## config.mk

```make
export PLATFORM = sky130hd
export DESIGN_NAME = tmr_pair
export DESIGN_NICKNAME = d
export VERILOG_FILES = /design/src/rtl/tmr_pkg.sv /design/src/rtl/tmr_tick_gen.sv /design/src/rtl/tmr_unit.sv /design/src/rtl/tmr_pair.sv
export SDC_FILE = /design/constraint.sdc
export NUM_CORES = 1
export LEC_CHECK = 0
export ABC_AREA = 1
export BUFFER_PORTS_ARGS = -buffer_cell sky130_fd_sc_hd__buf_2
export CORE_ASPECT_RATIO = 1.4
export CORE_MARGIN = 2
export CORE_UTILIZATION = 61
export DETAILED_ROUTE_END_ITERATION = 6
export PLACE_DENSITY = 0.8
export SKIP_LAST_GASP = 1
export SLEW_MARGIN = 20
export SYNTH_ARGS = -nofsm -noshare
export SYNTH_HDL_FRONTEND = slang
export SYNTH_SLANG_ARGS = --single-unit
```

## constraint.sdc

```tcl
create_clock -name clk -period 2.16 [get_ports clk]
set_clock_uncertainty 0.15 [all_clocks]
set_input_delay 0.648 -clock clk [delete_from_list [all_inputs] [get_ports clk]]
set_output_delay 0.648 -clock clk [all_outputs]
set_load 0.01 [all_outputs]
```

## src/rtl/tmr_pkg.sv

```systemverilog
package tmr_pkg;
  typedef enum logic [1:0] {
    LAY_13     = 2'd0,
    LAY_16     = 2'd1,
    LAY_RELOAD = 2'd2,
    LAY_SPLIT  = 2'd3
  } layout_e;

  // per-unit nibble of the mode register, MSB first
  typedef struct packed {
    logic    gate_en;
    logic    ext_src;
    layout_e layout;
  } unit_cfg_t;

  localparam logic [2:0] A_U0_LO = 3'd0;
  localparam logic [2:0] A_U0_HI = 3'd1;
  localparam logic [2:0] A_U1_LO = 3'd2;
  localparam logic [2:0] A_U1_HI = 3'd3;
  localparam logic [2:0] A_MODE  = 3'd4;
  localparam logic [2:0] A_CTRL  = 3'd5;
endpackage

```

## src/rtl/tmr_tick_gen.sv

```systemverilog
module tmr_tick_gen #(
  parameter int PRESCALE    = 12,
  parameter int SYNC_STAGES = 2,
  parameter int UNITS       = 2
) (
  input  logic             clk,
  input  logic             rst,
  input  logic [UNITS-1:0] cnt_pin,
  input  logic [UNITS-1:0] gate_pin,
  output logic             tick,
  output logic [UNITS-1:0] cnt_evt,
  output logic [UNITS-1:0] gate_lvl
);
  localparam int PW = (PRESCALE > 1) ? $clog2(PRESCALE) : 1;
  localparam logic [PW-1:0] PS_LAST = PW'(PRESCALE - 1);

  logic [PW-1:0]    ps_q;
  logic [UNITS-1:0] pin_s;
  logic [UNITS-1:0] prev_q;

  always_ff @(posedge clk) begin
    if (rst)          ps_q <= '0;
    else if (tick)    ps_q <= '0;
    else              ps_q <= ps_q + 1'b1;
  end
  assign tick = (ps_q == PS_LAST);

  for (genvar u = 0; u < UNITS; u++) begin : g_sync
    logic [SYNC_STAGES-1:0] cs_q;
    logic [SYNC_STAGES-1:0] gs_q;
    always_ff @(posedge clk) begin
      if (rst) begin
        cs_q <= '0;
        gs_q <= '0;
      end else begin
        cs_q <= {cs_q[SYNC_STAGES-2:0], cnt_pin[u]};
        gs_q <= {gs_q[SYNC_STAGES-2:0], gate_pin[u]};
      end
    end
    assign pin_s[u]    = cs_q[SYNC_STAGES-1];
    assign gate_lvl[u] = gs_q[SYNC_STAGES-1];
  end

  // pin sampled once per strobe; event = high on last strobe, low now
  always_ff @(posedge clk) begin
    if (rst)       prev_q <= '0;
    else if (tick) prev_q <= pin_s;
  end
  assign cnt_evt = {UNITS{tick}} & prev_q & ~pin_s;

  if (PRESCALE > 1) begin : g_ast
    AST_TICK_SPACED: assert property (@(posedge clk) disable iff (rst)
      tick |=> !tick);
  end
endmodule

```

## src/rtl/tmr_unit.sv

```systemverilog
module tmr_unit
  import tmr_pkg::*;
#(
  parameter int BW = 8
) (
  input  logic          clk,
  input  logic          rst,
  input  layout_e       layout,
  input  logic          inc,
  input  logic          hi_inc,
  input  logic          wr_lo,
  input  logic          wr_hi,
  input  logic [BW-1:0] wdata,
  output logic [BW-1:0] lo,
  output logic [BW-1:0] hi,
  output logic          ovf,
  output logic          hi_ovf
);
  localparam int PRE = 5;  // low bits used by the 13-bit layout
  localparam logic [BW-1:0] ONES = '1;

  logic [BW-1:0] lo_n, hi_n;

  always_comb begin
    lo_n   = lo;
    hi_n   = hi;
    ovf    = 1'b0;
    hi_ovf = 1'b0;
    unique case (layout)
      LAY_13: if (inc) begin
        lo_n[PRE-1:0] = lo[PRE-1:0] + 1'b1;
        if (&lo[PRE-1:0]) begin
          hi_n = hi + 1'b1;
          ovf  = (hi == ONES);
        end
      end
      LAY_16: if (inc) begin
        {hi_n, lo_n} = {hi, lo} + {{(2*BW-1){1'b0}}, 1'b1};
        ovf          = &{hi, lo};
      end
      LAY_RELOAD: if (inc) begin
        if (lo == ONES) begin
          lo_n = hi;
          ovf  = 1'b1;
        end else begin
          lo_n = lo + 1'b1;
        end
      end
      default: begin
        if (inc) begin
          lo_n = lo + 1'b1;
          ovf  = (lo == ONES);
        end
        if (hi_inc) begin
          hi_n   = hi + 1'b1;
          hi_ovf = (hi == ONES);
        end
      end
    endcase
    if (wr_lo) lo_n = wdata;
    if (wr_hi) hi_n = wdata;
  end

  always_ff @(posedge clk) begin
    if (rst) begin
      lo <= '0;
      hi <= '0;
    end else begin
      lo <= lo_n;
      hi <= hi_n;
    end
  end

  AST_RELOAD_FROM_HI: assert property (@(posedge clk) disable iff (rst)
    (layout == LAY_RELOAD && inc && lo == ONES && !wr_lo && !wr_hi)
      |=> (lo == $past(hi) && $stable(hi)));
  AST_TOP_BITS_KEPT: assert property (@(posedge clk) disable iff (rst)
    (layout == LAY_13 && !wr_lo)
      |=> (lo[BW-1:PRE] == $past(lo[BW-1:PRE])));
  AST_WRAP_16: assert property (@(posedge clk) disable iff (rst)
    (layout == LAY_16 && inc && hi == ONES && lo == ONES && !wr_lo && !wr_hi)
      |=> (lo == '0 && hi == '0));
endmodule

```

## src/rtl/tmr_pair.sv

```systemverilog
module tmr_pair
  import tmr_pkg::*;
#(
  parameter int PRESCALE    = 12,
  parameter int SYNC_STAGES = 2,
  parameter int AW          = 3,
  parameter int DW          = 8
) (
  input  logic          clk,
  input  logic          rst,
  input  logic          wr_en,
  input  logic [AW-1:0] addr,
  input  logic [DW-1:0] wdata,
  output logic [DW-1:0] rdata,
  input  logic [1:0]    cnt_pin,
  input  logic [1:0]    gate_pin,
  input  logic [1:0]    flag_clr,
  output logic [1:0]    ov_flag,
  output logic          baud_tick
);
  localparam int NU = 2;

  logic          tick;
  logic [NU-1:0] evt, glvl;
  logic [DW-1:0] mode_q;
  logic [NU-1:0] run_q, flag_q, flag_n;
  logic          baud_q;
  logic [DW-1:0] rd_q;
  unit_cfg_t     cfg [NU];
  logic          split;
  logic [NU-1:0] inc, hinc, ovf, hovf, set, wlo, whi;
  logic [DW-1:0] lo [NU];
  logic [DW-1:0] hi [NU];
  logic          wr_mode, wr_ctrl;

  tmr_tick_gen #(.PRESCALE(PRESCALE), .SYNC_STAGES(SYNC_STAGES), .UNITS(NU)) i_tick (
    .clk(clk), .rst(rst), .cnt_pin(cnt_pin), .gate_pin(gate_pin),
    .tick(tick), .cnt_evt(evt), .gate_lvl(glvl)
  );

  assign wr_mode = wr_en && (addr == AW'(A_MODE));
  assign wr_ctrl = wr_en && (addr == AW'(A_CTRL));
  assign split   = (cfg[0].layout == LAY_SPLIT);

  for (genvar u = 0; u < NU; u++) begin : g_unit
    logic src, allow;
    assign cfg[u] = unit_cfg_t'(mode_q[4*u +: 4]);
    assign src    = cfg[u].ext_src ? evt[u] : tick;
    assign wlo[u] = wr_en && (addr == AW'(2*u));
    assign whi[u] = wr_en && (addr == AW'(2*u + 1));
    if (u == 0) begin : g_u0
      assign allow   = run_q[0];
      assign hinc[u] = split && run_q[1] && tick;
      assign set[u]  = ovf[0];
    end else begin : g_u1
      assign allow   = (split || run_q[1]) && (cfg[u].layout != LAY_SPLIT);
      assign hinc[u] = 1'b0;
      assign set[u]  = split ? hovf[0] : (ovf[1] | hovf[1]);
    end
    assign inc[u] = allow && (!cfg[u].gate_en || glvl[u]) && src;

    tmr_unit #(.BW(DW)) i_unit (
      .clk(clk), .rst(rst), .layout(cfg[u].layout), .inc(inc[u]),
      .hi_inc(hinc[u]), .wr_lo(wlo[u]), .wr_hi(whi[u]), .wdata(wdata),
      .lo(lo[u]), .hi(hi[u]), .ovf(ovf[u]), .hi_ovf(hovf[u])
    );
  end

  always_comb begin
    flag_n = flag_q;
    if (wr_ctrl) flag_n = flag_n & {wdata[3], wdata[1]};
    flag_n = (flag_n & ~flag_clr) | set;
  end

  always_ff @(posedge clk) begin
    if (rst) begin
      mode_q <= '0;
      run_q  <= '0;
      flag_q <= '0;
      baud_q <= 1'b0;
    end else begin
      if (wr_mode) mode_q <= wdata;
      if (wr_ctrl) run_q  <= {wdata[2], wdata[0]};
      flag_q <= flag_n;
      baud_q <= ovf[1];
    end
  end

  always_ff @(posedge clk) begin
    if (rst) rd_q <= '0;
    else begin
      case (addr)
        AW'(A_U0_LO): rd_q <= lo[0];
        AW'(A_U0_HI): rd_q <= hi[0];
        AW'(A_U1_LO): rd_q <= lo[1];
        AW'(A_U1_HI): rd_q <= hi[1];
        AW'(A_MODE):  rd_q <= mode_q;
        AW'(A_CTRL):  rd_q <= {{(DW-4){1'b0}}, flag_q[1], run_q[1], flag_q[0], run_q[0]};
        default:      rd_q <= '0;
      endcase
    end
  end

  assign rdata     = rd_q;
  assign ov_flag   = flag_q;
  assign baud_tick = baud_q;

  AST_FLAG_ON_OVF: assert property (@(posedge clk) disable iff (rst)
    ovf[0] |=> ov_flag[0]);
  AST_CLR_WORKS: assert property (@(posedge clk) disable iff (rst)
    (flag_clr[1] && !set[1]) |=> !ov_flag[1]);
  AST_GATE_BLOCKS: assert property (@(posedge clk) disable iff (rst)
    (cfg[0].gate_en && !glvl[0] && !wlo[0]) |=> $stable(lo[0]));
  AST_SPLIT_NO_U1_FLAG: assert property (@(posedge clk) disable iff (rst)
    (split && !hovf[0] && !ov_flag[1]) |=> !ov_flag[1]);
  AST_BAUD_FOLLOWS: assert property (@(posedge clk) disable iff (rst)
    ovf[1] |=> baud_tick);
endmodule

```

# Word-level counts from Yosys, hierarchy flattened
# Cells that the tools add are included.
[word_totals] regBits=67 latchBits=0 ram_bits=0 rom_bits=0 inputBits=20 out_inout_bits=11 word_cells=141 mem_count=0
[classes] n_addsub=9 multipliers=0 n_div=0 order_cmp=0 eq_ne=25 n_shift=0 mux=48 n_bitwise=7 n_reduce_logical=35
[ops] op="2-to-1 mux 8 bit" n=19
[ops] op="one-hot mux 8 bit (6 select lines)" n=1
[ops] op="adder 16 x 1 -> 16 bit (second input constant)" n=2
[ops] op="adder 8 x 1 -> 8 bit (second input constant)" n=4
[ops] op="equality test 8 bit (second input constant)" n=4
[ops] op="AND reduction 16 bit" n=2
[ops] op="one-hot mux 5 bit (3 select lines)" n=2
[ops] op="one-hot mux 8 bit (3 select lines)" n=1
[ops] op="!= test 3 x 1 -> 1 bit (second input constant)" n=6
[ops] op="one-hot mux 3 bit (3 select lines)" n=2
[ops] op="2-to-1 mux 1 bit" n=17
[ops] op="one-hot mux 8 bit (2 select lines)" n=1
[ops] op="AND reduction 5 bit" n=3
[ops] op="logical AND 1 bit" n=13
[ops] op="adder 5 x 1 -> 5 bit (second input constant)" n=2
[ops] op="2-to-1 mux 5 bit" n=2
[ops] op="AND 2 bit" n=4
[ops] op="equality test 2 bit (second input constant)" n=3
[ops] op="equality test 3 x 2 -> 1 bit (second input constant)" n=2
[ops] op="equality test 3 bit (second input constant)" n=2
[ops] op="!= test 2 x 1 -> 1 bit (second input constant)" n=3
[ops] op="one-hot mux 1 bit (3 select lines)" n=2
[ops] op="adder 4 x 1 -> 4 bit (second input constant)" n=1
[ops] op="equality test 2 x 1 -> 1 bit (second input constant)" n=2
[ops] op="other kinds (17)" n=24

# Logic depth before layout (Yosys ltp)
# Gate-level depths: netlist of the first run.
[logic_depth] word_depth=9 ltp_mapped=11 ltp_nobuf=11

# By module
# A second synthesis of the first run with hierarchy kept.
[hier_totals] cells_unflattened=776 area_unflattened_um2=4815.9
[modules_own_cells] mod="tmr_unit" instances=2 cells_each=255 area_each_um2=1502.7 seq_area_each_um2=320.3
[modules_own_cells] mod="tmr_pair" instances=1 cells_each=200 area_each_um2=1285.0 seq_area_each_um2=420.4
[modules_own_cells] mod="tmr_tick_gen" instances=1 cells_each=66 area_each_um2=525.5 seq_area_each_um2=280.3

# Least setup slack after synthesis of the first run
# Ideal clock, no wire load.
[synth_path] path_type="reg-to-reg" from="register g_unit[1].i_unit.lo[0]" to="register g_unit[1].i_unit.hi[5]" setup_time_ns=0.070 t_arrival_ns=1.632 t_required_ns=1.940 path_slack_ns=0.308 path_stages_with_launch=11 synth_period_minus_slack_ns=1.852 cell_sequence="dfxtp_1 -> ha_1 -> nand2_1 -> nor2_1 -> ha_1 -> nor2_1 -> nor2_2 -> nand3_2 -> nor2_4 -> nand3_1 -> a21oi_1"
[synth_between] elab_chain_len=4 word_cells_on_any_way=7
[synth_lines] item="start, declared" line_no="tmr_unit.sv:14" source="output logic [BW-1:0] lo,"
[synth_lines] item="start signal, assigned" line_no="tmr_unit.sv:69" source="lo <= lo_n;"
[synth_lines] item="adder 16 x 1 -> 16 bit" line_no="tmr_unit.sv:38" source="{hi_n, lo_n} = {hi, lo} + {{(2*BW-1){1'b0}}, 1'b1};"
[synth_lines] item="2-to-1 mux 8 bit" line_no="tmr_unit.sv:37" source="LAY_16: if (inc) begin"
[synth_lines] item="one-hot mux 8 bit (2 select lines)" line_no="tmr_unit.sv:29" source="unique case (layout)"
[synth_lines] item="2-to-1 mux 8 bit" line_no="tmr_unit.sv:61" source="if (wr_hi) hi_n = wdata;"
[synth_lines] item="end signal, assigned" line_no="tmr_unit.sv:70" source="hi <= hi_n;"
[synth_lines] item="end, declared" line_no="tmr_unit.sv:15" source="output logic [BW-1:0] hi,"
# Parallel ways exist; a longest one is shown, timed or not. The select of a mux whose other input is x is not followed.
# A chain may end at the register's enable or synchronous reset.

# Final worst setup path of the first run
[layout_path] from="register i_tick.ps_q[0]" to="register g_unit[1].i_unit.lo[0]"
[layout_between] elab_chain_len=6
[layout_lines] item="start, declared" line_no="tmr_tick_gen.sv:17" source="logic [PW-1:0] ps_q;"
[layout_lines] item="start signal, assigned" line_no="tmr_tick_gen.sv:24" source="else ps_q <= ps_q + 1'b1;"
[layout_lines] item="equality test 4 bit *" line_no="tmr_tick_gen.sv:26" source="assign tick = (ps_q == PS_LAST);"
[layout_lines] item="AND 2 bit (2 in series)" line_no="tmr_tick_gen.sv:49" source="assign cnt_evt = {UNITS{tick}} & prev_q & ~pin_s;"
[layout_lines] item="2-to-1 mux 1 bit *" line_no="tmr_pair.sv:48" source="assign src = cfg[u].ext_src ? evt[u] : tick;"
[layout_lines] item="logical AND 1 bit *" line_no="tmr_pair.sv:60" source="assign inc[u] = allow && (!cfg[u].gate_en || glvl[u]) && src;"
[layout_lines] item="nonzero test 2 bit (no source line) *"
# Every way passes the cells marked *; elsewhere a longest branch is shown, timed or not.

==> results of run 1 <==
## final cells by class
| cell class | instances | area (µm²) |
|---|---|---|
| Clock buffer | 11 | 141.4 |
| Clock inverter | 5 | 61.31 |
| Fill cell | 633 | 1963 |
| Inverter | 107 | 405.4 |
| Multi-Input combinational cell | 516 | 2645 |
| Sequential cell | 67 | 1346 |
| Tap cell | 95 | 118.9 |
| Timing Repair Buffer | 50 | 300.3 |
## repair_timing
action | 4_1_cts | 5_1_grt
pin swaps | 0 | 5
buffers inserted | 0 | 3
resized for setup | 1 | 12
endpoints found under the setup margin | 3 | 17
## kinds of logic after synthesis
family                     count (synthesis)  share of synthesized area [%]
and+or+nand+nor                          366                          36.62
AOI/OAI and AO/OA                        123                          15.65
buffers and inverters                    120                          10.70
DFF                                       67                          30.33
adders and majority gates                 16                          4.527
xor gates and xnor gates                  11                          2.179
## power breakdown
group	total (mW)	internal (mW)	switching, mW
clock	1.11	0.571	0.542
sequential	1.30	1.27	0.0278
combinational	0.316	0.0989	0.217
## critical path, cell delays in order (launching register included)
cell and delay, ns:
dfxtp_1 0.35, ha_1 0.17, inv_1 0.06, nor2_2 0.09, nand2_1 0.14, nor2_2 0.24
nand2_1 0.13, nor2_2 0.23, o21ai_0 0.14, a21oi_1 0.15, nor2_1 0.06
## worst max path at each step
stage                                        startpoint                                   to  slack, ns
floorplan           g_unit[1].i_unit.lo[0]$_SDFFE_PP0P_  g_unit[1].i_unit.hi[5]$_SDFFE_PP0P_       0.31
global placement    g_unit[1].i_unit.lo[0]$_SDFFE_PP0P_  g_unit[1].i_unit.hi[7]$_SDFFE_PP0P_       0.10
detailed placement  g_unit[1].i_unit.lo[0]$_SDFFE_PP0P_  g_unit[1].i_unit.hi[4]$_SDFFE_PP0P_       0.02
CTS                 g_unit[1].i_unit.lo[0]$_SDFFE_PP0P_  g_unit[1].i_unit.hi[4]$_SDFFE_PP0P_       0.03
global route        g_unit[1].i_unit.lo[0]$_SDFFE_PP0P_  g_unit[1].i_unit.hi[2]$_SDFFE_PP0P_      0.003
finish                        i_tick.ps_q[0]$_SDFF_PP0_  g_unit[1].i_unit.lo[0]$_SDFFE_PP0P_       0.14
## synth_stat cells (7+ instances only)
library cell	instances
a21oi_1	59
clkbuf_1	7
dfxtp_1	67
ha_1	16
inv_1	99
nand2_1	172
nand2_2	7
nand3_1	61
nand4_1	10
nor2_1	82
nor2_2	7
nor3_1	10
o21ai_0	28
o22ai_1	13
xor2_1	9
## state kept, by name, summed over array words and instances, names as in the netlist
register / count
baud_tick: 1
g_unit.i_unit.hi: 16
g_unit.i_unit.lo: 16
i_tick.g_sync.cs_q: 4
i_tick.g_sync.gs_q: 4
i_tick.prev_q: 2
i_tick.ps_q: 4
mode_q: 8
ov_flag: 2
rdata: 8
run_q: 2
## through the flow
step	power, mW	worst slack [ns]
finish	2.726	0.1429
global route	2.816	0.003097
CTS	2.714	0.02896
detailed placement	1.625	0.01715
global placement	1.617	0.1046
floorplan	1.510	0.3079
## per-layer routing
metal | up-vias | global-route usage, % | part of all wire, %
li1 | 2373 | - | -
met1 | 2281 | 41.30 | 38
met2 | 228 | 61.03 | 47
met3 | 90 | 6.390 | 6.5
met4 | 0 | 27.53 | 7.9
met5 | - | 0 | 0
==> reports/qor.csv, run 1 <==
metric,value,unit
maxCapViolCount,0,
drtAntennaViolNets,0,
synth.area.top_cells,"dfxtp_1 30%, nand2_1 15%, inv_1 8.4%",
hold_class,reg -> reg,
drc,2,
start_util,63.33,%
numCtsBuffers,9,
fin_crit_sh,93.38,%
wirelength,14.08,mm
final_common_cell,nand2_1,
whs,0.2589,ns
status,finished with violations,
yosys_register_bits,67,
io_buffers,30,
overflow,0,
htree_levels,3,
timing.fmax,495.8,MHz
clk_pin_slew_worst_paths,0.08,ns
vias,4972,
slew_violations,0,
vias_per_cell,5.843,
finalCriticalPeriod,2.017,ns
fin_setup_tns,0,ns
die_y,104.7,µm
antenna_found_initial,0,
drt_iter0_drc,463,
r2r-start,i_tick.ps_q[0]$_SDFF_PP0_,
vdd_ir_drop_max,412.9,µV
nets,787,
synth_cell_types,40,
critPathArrivalTime,2.12,ns
area_growth,13.50,%
crit_type,reg -> reg,
first_pass_iters,7,
synth.largest_area_cell,dfxtp_1,
reg2reg_slack,0.14,ns
end_kind,flip-flop,
dpl.hpwl,10.58,mm
die_w,75.96,µm
hold_viol,0,
violations,design-rule violations,
ios,31,
yosys.area.top_type_share,30.33,%
grt_max_degree,25,
rsz0062_at_grt,yes,
final_area,5019,µm²
worst_slew_pin_slew,0.5145,ns
min_to,i_tick.g_sync[1].gs_q[1]$_SDFF_PP0_,
grt_pass1_vias,4681,
pwr_density_cell,543.2,nW/µm²
grtUsageTotal,36.51,%
dieArea,7956,µm²
root_buffer,clkbuf_8,
synthArstFlopShare,0,%
worstSkewPairLatency,0.36,ns
cellLeakagePower,2.221,nW
synth.net_count,739,
setup_viol,0,
synth_edf_count,0,
final_cells,851,
coreArea,6982,µm²
final_cell_mix,"171 x nand2_1, 99 x inv_1, 80 x nor2_1",
routedWlPerCell,16.54,µm
relSlewSlack,65.60,%
tritoncts,built,
syn_area_per_cell,6.290,µm²
crit_required,2.27,ns
path_max_fanout,6,
drive_gt1_share,14.95,%
ys_seq_area_share,30.33,%
r2r_cells,10,
clock_path_buffers,2,
fin_util,71.88,%
cts_num_sinks,67,
synth_warnings,0,
r2r_end,g_unit[1].i_unit.lo[0]$_SDFFE_PP0P_,
start_kind,flip-flop,
syn_inst,703,
whs_path_depth,2,
antennaDiodeCount,0,
dpl.cell_count,832,
gp_congestion,0.9803,
min_from,i_tick.g_sync[1].gs_q[0]$_SDFF_PP0_,
syn-cell-area,4422,µm²
grt_pass1_wl,22.83,mm
cts_hold_buffers,0,
synth_ff_type,dfxtp_1,
fp-row-count,36,
dpl_cell_area,4751,µm²
Note: power is estimated with default switching activity, not from simulation.
==> inputs of run 2 (changes only) <==
--- a/config.mk
+++ b/config.mk
@@ -7,11 +7,10 @@
 export LEC_CHECK = 0
 export ABC_AREA = 1
 export BUFFER_PORTS_ARGS = -buffer_cell sky130_fd_sc_hd__buf_2
-export CORE_ASPECT_RATIO = 1.4
 export CORE_MARGIN = 2
 export CORE_UTILIZATION = 61
 export DETAILED_ROUTE_END_ITERATION = 6
-export PLACE_DENSITY = 0.8
+export PLACE_DENSITY = 0.88
 export SKIP_LAST_GASP = 1
 export SLEW_MARGIN = 20
 export SYNTH_ARGS = -nofsm -noshare
==> reports/qor.csv, run 2 (synthesized netlist as in run 1, its figures left out) <==
metric,value,unit
overflow,0,
fin_util,70.51,%
wl_met1,5.314,mm
setup_ws,0.09361,ns
crit_required,2.31,ns
dr_wl_met3,1.138,mm
htree_levels,3,
grt_max_degree,30,
vias_per_cell,5.732,
clock_path_buffers,2,
hold_viol,0,
die_y,89.14,µm
path_max_fanout,8,
grt_pass1_wl,21.32,mm
root_buffer,clkbuf_8,
setup_viol,0,
status,completed,
final_cell_mix,"172 x nand2_1, 99 x inv_1, 80 x nor2_1",
slew_violations,0,
final_common_cell,nand2_1,
die_w,89.14,µm
p_seq_share,50.2,%
relSlewSlack,73.31,%
cts_num_sinks,67,
crit_chain,ha_2 -> nand2_1 -> nor2_2 -> ha_2 -> nor2_1 -> nor2_2 -> nand3_4 -> nor2_4 -> nand3_1 -> a21oi_1,
antenna_found_initial,0,
grtUsageTotal,35.19,%
dpl.hpwl,10.07,mm
slowest_delay,0.36,ns
dieArea,7946,µm²
pwr-share-comb,12.3,%
drtAntennaViolNets,0,
pwr_density_cell,513.7,nW/µm²
maxCapViolCount,0,
numCtsBuffers,9,
fin_crit_sh,95.67,%
fp-row-count,31,
pre_cts_slack,-0.01082,ns
routedWlPerCell,15.59,µm
cts_hold_buffers,0,
drc,0,
hold_class,reg -> reg,
drt_iter0_drc,488,
vdd_ir_drop_max,329.0,µV
tritoncts,built,
timing.fmax,483.9,MHz
antennaDiodeCount,0,
ios,31,
wirelength,13.37,mm
final_cells,858,
end_kind,flip-flop,
vias,4918,
first_pass_iters,5,
coreArea,7137,µm²
cp_slowest_cell,dfxtp_4,
cellLeakagePower,2.233,nW
rsz0062_at_grt,yes,
drive_gt1_share,15.68,%
start_kind,flip-flop,
area_growth,13.81,%
crit_type,reg -> reg,
io_buffers,30,
routed.top_layer,met4,
worst_slew_pin_slew,0.3982,ns
clockPowerShare,37.5,%
grt_pass1_vias,4482,
p_sw_share,30.67,%
finalCriticalPeriod,2.066,ns
start_util,61.96,%
nets,790,
switchingPower,0.7928,mW
top_regs,"g_unit.i_unit.hi: 16 flops, g_unit.i_unit.lo: 16 flops",
p_int,1.792,mW
routed-wl-met2,6.160,mm
critPathArrivalTime,2.21,ns
worstSkewPairLatency,0.36,ns
gp_congestion,1.074,
clk_pin_slew_worst_paths,0.08,ns
dpl.cell_count,839,
-- run 2: changes by cell type in the layout (fill, tap and decap cells not counted), moves of 2 or more --
cell / delta
buf_4: +3
ha_1: -2
ha_2: +2
nand2_2: -2
-- run 2: path summary, 6_finish.rpt --
check / from / to / slack [ns] / cells after the start
min: i_tick.g_sync[0].gs_q[0]$_SDFF_PP0_ / i_tick.g_sync[0].gs_q[1]$_SDFF_PP0_ / 0.26 / 2
max reg2reg: g_unit[1].i_unit.lo[0]$_SDFFE_PP0P_ / g_unit[1].i_unit.hi[2]$_SDFFE_PP0P_ / 0.09 / 10
min reg2reg: i_tick.g_sync[0].gs_q[0]$_SDFF_PP0_ / i_tick.g_sync[0].gs_q[1]$_SDFF_PP0_ / 0.26 / 2
max: g_unit[1].i_unit.lo[0]$_SDFFE_PP0P_ / g_unit[1].i_unit.hi[2]$_SDFFE_PP0P_ / 0.09 / 10
-- run 2: worst max-delay path, delay by kind of cell (launching register included) --
kind / cells / cell delay (ns)
AND/OR/NAND/NOR: 7 / 0.96
AO/OA/AOI/OAI: 1 / 0.14
adder cells (fa/ha/maj): 2 / 0.38
flip-flops: 1 / 0.36
-- run 2: layout make-up --
cell class,count,area [µm²]
clock buffers,9,123.9
clock inverters,7,52.55
fillers,624,2105
inverters,107,405.4
multi-input cells,516,2658
flip-flops and latches,67,1346
well taps,99,123.9
repair buffers,53,322.8
-- run 2: timing repair --
item                       in CTS  in global routing
setup endpoints to repair       5                 18
buffers inserted                0                  3
pin swaps                       0                  6
resized for setup               1                 16
-- run 2: metal layers --
layer	GRT usage, %	vias to the layer above
li1	-	2386
met1	44.48	2196
met3	5.540	61
met2	57.24	275
met5	0	-
met4	19.40	0
-- run 2: metrics by stage --
stage	total power [mW]	instance area (µm²)	TNS, ns	hold WS, ns
2_1_floorplan	1.510	4422	0	0.2383
3_3_place_gp	1.615	4778	0	0.2393
3_5_place_dp	1.623	4778	-0.01588	0.2467
4_1_cts	2.569	4957	0	0.2583
5_1_grt	2.674	5032	-0.03993	0.2927
6_report	2.585	5032	0	0.2599
-- run 2: power by group through the flow --
stage / Combinational, mW / Sequential, mW / Clock [mW]
global route: 0.352 / 1.30 / 1.02
floorplan: 0.188 / 1.32 / 0
finish: 0.318 / 1.30 / 0.971
CTS: 0.300 / 1.30 / 0.972
global placement: 0.291 / 1.32 / 0
detailed placement: 0.298 / 1.33 / 0
